File: src/rtl/mil_pkg.sv
package mil_pkg;
  localparam int unsigned MIL_OPW  = 32;
  localparam int unsigned MIL_RESW = 64;
  localparam int unsigned MIL_MODEW = 2;

  localparam logic [MIL_MODEW-1:0] MIL_PAIR   = 2'b00;
  localparam logic [MIL_MODEW-1:0] MIL_TRIPLE = 2'b01;
endpackage

File: src/rtl/mil_pair_merge.sv
module mil_pair_merge #(
  parameter int unsigned OPW  = 32,
  parameter int unsigned RESW = 64
) (
  input  logic [OPW-1:0]  a_i,
  input  logic [OPW-1:0]  b_i,
  output logic [RESW-1:0] y_o
);
  for (genvar p = 0; p < RESW; p++) begin : g_bit
    localparam int unsigned SRC = p / 2;
    if ((p % 2 == 0) && (SRC < OPW)) begin : g_a
      assign y_o[p] = a_i[SRC];
    end else if ((p % 2 == 1) && (SRC < OPW)) begin : g_b
      assign y_o[p] = b_i[SRC];
    end else begin : g_zero
      assign y_o[p] = 1'b0;
    end
  end

  logic unused_ops;
  assign unused_ops = ^{a_i, b_i};
endmodule

File: src/rtl/mil_triple_merge.sv
module mil_triple_merge #(
  parameter int unsigned OPW  = 32,
  parameter int unsigned RESW = 64
) (
  input  logic [OPW-1:0]  a_i,
  input  logic [OPW-1:0]  b_i,
  output logic [RESW-1:0] y_o
);
  for (genvar p = 0; p < RESW; p++) begin : g_bit
    localparam int unsigned GRP  = p / 3;
    localparam int unsigned SLOT = p % 3;
    localparam int unsigned AIDX = 2 * GRP + SLOT;
    if ((SLOT == 2) && (GRP < OPW)) begin : g_b
      assign y_o[p] = b_i[GRP];
    end else if ((SLOT != 2) && (AIDX < OPW)) begin : g_a
      assign y_o[p] = a_i[AIDX];
    end else begin : g_zero
      assign y_o[p] = 1'b0;
    end
  end

  logic unused_ops;
  assign unused_ops = ^{a_i, b_i};
endmodule

File: src/rtl/morton_interleave_unit.sv
module morton_interleave_unit
  import mil_pkg::*;
#(
  parameter int unsigned OPW  = MIL_OPW,
  parameter int unsigned RESW = MIL_RESW
) (
  input  logic            clk_i,
  input  logic            rst_i,
  input  logic            op_vld_i,
  input  logic [1:0]      op_mode_i,
  input  logic [OPW-1:0]  src_a_i,
  input  logic [OPW-1:0]  src_b_i,
  output logic            res_vld_o,
  output logic [RESW-1:0] res_o
);
  localparam int unsigned TOP_B_POS = ((RESW - 1) / 3) * 3;

  logic [RESW-1:0] pair_y, triple_y, next_y;

  mil_pair_merge #(.OPW(OPW), .RESW(RESW)) u_pair (
    .a_i(src_a_i), .b_i(src_b_i), .y_o(pair_y)
  );

  mil_triple_merge #(.OPW(OPW), .RESW(RESW)) u_triple (
    .a_i(src_a_i), .b_i(src_b_i), .y_o(triple_y)
  );

  always_comb begin
    unique case (op_mode_i)
      MIL_PAIR:   next_y = pair_y;
      MIL_TRIPLE: next_y = triple_y;
      default:    next_y = '0;
    endcase
  end

  always_ff @(posedge clk_i) begin
    if (rst_i) begin
      res_vld_o <= 1'b0;
      res_o     <= '0;
    end else begin
      res_vld_o <= op_vld_i;
      if (op_vld_i) res_o <= next_y;
    end
  end

  // output strobe tracks input strobe by one clock
  a_r4_vld_rise: assert property (@(posedge clk_i) disable iff (rst_i)
    op_vld_i |=> res_vld_o);
  a_r4_vld_idle: assert property (@(posedge clk_i) disable iff (rst_i)
    !op_vld_i |=> !res_vld_o);
  // no accepted operation, no change
  a_r5_hold: assert property (@(posedge clk_i) disable iff (rst_i)
    !op_vld_i |=> $stable(res_o));
  // unused opcodes yield zero
  a_r7_unused_zero: assert property (@(posedge clk_i) disable iff (rst_i)
    (op_vld_i && op_mode_i[1]) |=> (res_o == '0));
  // the slot past the last operand bit in triple mode stays empty
  a_r3_top_slot: assert property (@(posedge clk_i) disable iff (rst_i)
    (op_vld_i && op_mode_i == MIL_TRIPLE && (2 * (TOP_B_POS / 3) >= OPW))
    |=> (res_o[TOP_B_POS] == 1'b0));
endmodule

File: config.mk
export PLATFORM = sky130hd
export DESIGN_NAME = morton_interleave_unit
export DESIGN_NICKNAME = d
export VERILOG_FILES = /design/src/rtl/mil_pkg.sv /design/src/rtl/mil_pair_merge.sv /design/src/rtl/mil_triple_merge.sv /design/src/rtl/morton_interleave_unit.sv
export SDC_FILE = /design/constraint.sdc
export NUM_CORES = 1
export LEC_CHECK = 0
export ABC_AREA = 1
export BUFFER_PORTS_ARGS = -buffer_cell sky130_fd_sc_hd__buf_2
export CAP_MARGIN = 10
export CORE_UTILIZATION = 28
export CTS_CLUSTER_DIAMETER = 60
export CTS_CLUSTER_SIZE = 8
export DETAILED_ROUTE_END_ITERATION = 6
export PLACE_DENSITY_LB_ADDON = 0.1
export SETUP_SLACK_MARGIN = 0.1
export SYNTH_ARGS = -nofsm -noshare
export SYNTH_HDL_FRONTEND = slang
export SYNTH_HIERARCHICAL = 1
export SYNTH_SLANG_ARGS = --single-unit
File: constraint.sdc
create_clock -name clk_i -period 1.2 [get_ports clk_i]
set_input_delay 0.18 -clock clk_i [delete_from_list [all_inputs] [get_ports clk_i]]
set_output_delay 0.18 -clock clk_i [all_outputs]
set_load 0.1 [all_outputs]
==> After elaboration in Yosys (flattened, before gate mapping) <==
Cells that the tools add are included.
{ "totals": {"regBits": 65, "out_inout_bits": 65} }
{ "op_classes": {"eq_ne": 1, "mux": 1, "reduce_logical": 1} }
{ "ops": {"columns": ["op", "count"], "rows": [
  ["case mux 64 bit (2 select lines)", 1],
  ["== test 2 x 1 -> 1 bit (second input constant)", 1],
  ["zero test 2 bit", 1]
]} }

==> Longest topological paths before layout <==
{ "logic_depth": {"word_depth": 2, "ltp_mapped": 6} }

==> Hierarchy <==
Netlist, hierarchy kept.
{ "by_module_without_submodules": {"columns": ["mod", "instances", "cells_each", "area_each_um2"], "rows": [
  ["morton_interleave_unit", 1, 557, 3492.1],
  ["mil_triple_merge", 1, 65, 484.2],
  ["mil_pair_merge", 1, 64, 480.5]
]} }

==> Worst setup path after synthesis <==
OpenSTA, ideal clock, no wires.
{ "synth_path": {"path_kind": "reg-to-reg", "from": "register, netlist name res_o[60]", "to": "register res_o[60]", "arrival_ns": 1.226, "required_ns": 1.144, "slack_ns": -0.082, "stages_incl_launch_ff": 5, "path_buffers": 0, "cell_sequence": "dfxtp_1 -> nor2_1 -> nor2_1 -> nand2_1 -> inv_1"} }
{ "synth_lines": {"columns": ["element", "line", "text"], "rows": [
  ["to (signal assigned)", "morton_interleave_unit.sv:42", "if (op_vld_i) res_o <= next_y;"],
  ["to (decl)", "morton_interleave_unit.sv:14", "output logic [RESW-1:0] res_o"]
]} }

==> Worst setup path after layout <==
{ "layout_path": {"from": "register res_o[40]", "to": "output res_o[40]"} }
No word-level cell between the ends.

==> metrics.txt <==
Hold Startpoint=src_b_i[26]; Fmax achieved=940 MHz; sequential share of the synthesized area=between 20% and 30%; pin count of the biggest net entering global routing=46; die area=16400 um2; critical-path maximum fanout=2; CP Capture Type=primary output; GRT overflow=0; Place WS=0.136 ns; share of layout cells above drive strength 1=34.6%; RSZ-0062 raised after global routing=false; min cycle time layout=1.06 ns; CTS resizes=0; vias per cell=4.17; Design Area, Final=5750 um2; Worst Slack Setup Final=0.136 ns; CTS Buf Count=9; H-tree Lvls=3; CTS tree=yes; Synth cell types=15; clock insertion delay at the later pin of the skew report=0.34 ns; Post-Syn Area=4460 um2; DRC violations left=0; Sw Share=~37%; P_int=4.77 mW; drt first pass iters=4; vias in the first global route=about 3600; WP data arrival=0.88 ns; RePlAce Congestion=approximately 0.8; Tot GR Track Use=between 10% and 20%; maximum VDD drop=0.602 mV; Post-Place Cell Area=5470 um2; routed vias=3763; power per cell area=1310 nW/um2; setup_tns=0 ns; Logic pwr share=33.2%; Starting DRT DRC Count=207; # IOs=134; core area=between 15000 and 20000 um2; final count of pins violating max slew=0; final total power=around 7.5 mW; Finish-stage setup viols=0; initial antenna violation count=0; Yosys reg bits=65; Worst R2R Start=res_o[60]; CP bufs+invs=1; YS warnings=6; Max Root-Sink Buffers=2; first-pass GRT wire length=18900 um; multi-input logic area=about 1700 um2; DRT Wirelength=~12000 um; max-cap viol count=0; leakage power total=2.92 nW; critical-path cell list=buf_12; post-DP HPWL=approximately 8300 um; net load switching power=2.76 mW; reg2reg path depth=4; filler cell count=1617; CTS Root Cell=clkbuf_16; Synth area leader=dfxtp_1; post-CTS setup buffer count=0; CTS clk-pin slew, worst paths=0.06 ns; Worst setup SP type=register; worst hold slack=about 0.13 ns; CP peak stage delay=0.36 ns; clock network power share=between 30% and 40%; Routed Antenna Nets=0; Initial Util=between 20% and 30%; Synth top area share=between 20 and 30%; data required time of the critical path=just over 1 ns; die width=128 um; WS Path Type=reg2out; Rows=45; Sequential Power Share=33.0%; hold crit path type=in2reg; CP Launch Point=res_o[40]; Nets=approximately 760; status=finished, final reports clean; Hold-fix buffers, CTS=0; port bufs=133; Antenna diodes=0; synthesized area per cell=between 6 and 7 um2; WL per Instance=12.9 um; Area Overhead vs Synth=29.1%; fin crit share=88.6%; CP delay by family, top=flip-flops; Die Y=128 um; final hold vios=0; Cells after Synth=686; Clock Skews=0 ns; FF+latch area=1380 um2; hold depth=5; top cells by area, synth=dfxtp_1 29%, buf_4 22%, nand3_1 14%; Clock Sinks=65; critical path's slowest cell=dfxtp_2; Crit. path cell count=1
power groups by stage:
stage                     logic (mW)  clock network [mW]  registers, mW
final                           2.50                2.54           2.49
after global routing            2.66                2.72           2.51
after CTS                       2.52                2.64           2.49
after detailed placement        2.52                   0           2.54
after global placement          2.51                   0           2.54
after floorplan                0.897                   0           3.48
flip-flops by register name (all words and copies together) (netlist names):
signal and count:
res_o 64, res_vld_o 1
routing by layer:
layer / part of all wire [%] / up-vias / global-route usage, %
met3: 6.5 / 16 / 4.01
met2: 46 / 115 / 23.2
met4: 2.5 / 0 / 7.82
met1: 45 / 1675 / 19.1
met5: 0 / - / 0
li1: - / 1957 / -
path summary, 6_finish.rpt:
| kind | end | slack (ns) |
|---|---|---|
| setup / recovery | res_o[40] | 0.14 |
| hold / removal | res_o[53] | 0.13 |
| hold reg to reg | res_o[23] | 0.57 |
| setup reg to reg | res_o[60] | 0.52 |
per-stage QoR:
stage	util [%]	std cells
floorplan	-	696
global placement	35.6	887
detailed placement	35.6	887
CTS	37.4	902
global route	37.4	902
finish	37.4	902
synth_stat cells:
library cell	instances
nor2_1	129
buf_4	130
dfxtp_1	65
inv_2	1
dlygate4sd1_1	1
nor2_4	1
inv_1	65
buf_2	15
clkbuf_1	7
buf_6	12
nand2_2	10
nand3_1	128
nand2_1	118
clkbuf_8	3
conb_1	1
cells by family (layout without fill, tap and decap cells):
group / count (synthesis) / after routing / share of synthesized area (%)
buf+inv: 234 / 229 / 33.9
flops: 65 / 65 / 29.2
other cells: 1 / 11 / 0.0841
simple gates: 386 / 386 / 36.8
cell type report:
| cell class | count | share of cell area (%) |
|---|---|---|
| Sequential cell | 65 | 24.0 |
| Tap cell | 211 | 4.59 |
| Timing Repair Buffer | 148 | 32.9 |
| Multi-Input combinational cell | 397 | 29.3 |
| Clock buffer | 12 | 4.63 |
| Clock inverter | 3 | 0.261 |
| Inverter | 66 | 4.31 |
cells in the final DEF (no fill, tap or decap), drive strengths merged:
cell	synthesis	routed
buf	157	148
clkbuf	10	12
conb	1	11
nand3	128	128
clkinv	0	3
nor2	130	130
nand2	128	128
inv	66	66
dfxtp	65	65
worst min-delay path, cell delays in order:
cell and delay (ns):
buf_2 0.08, nand2_1 0.04, nand3_1 0.06, nand2_1 0.04, inv_1 0.04
No activity file was read; power rests on OpenSTA's default activity.
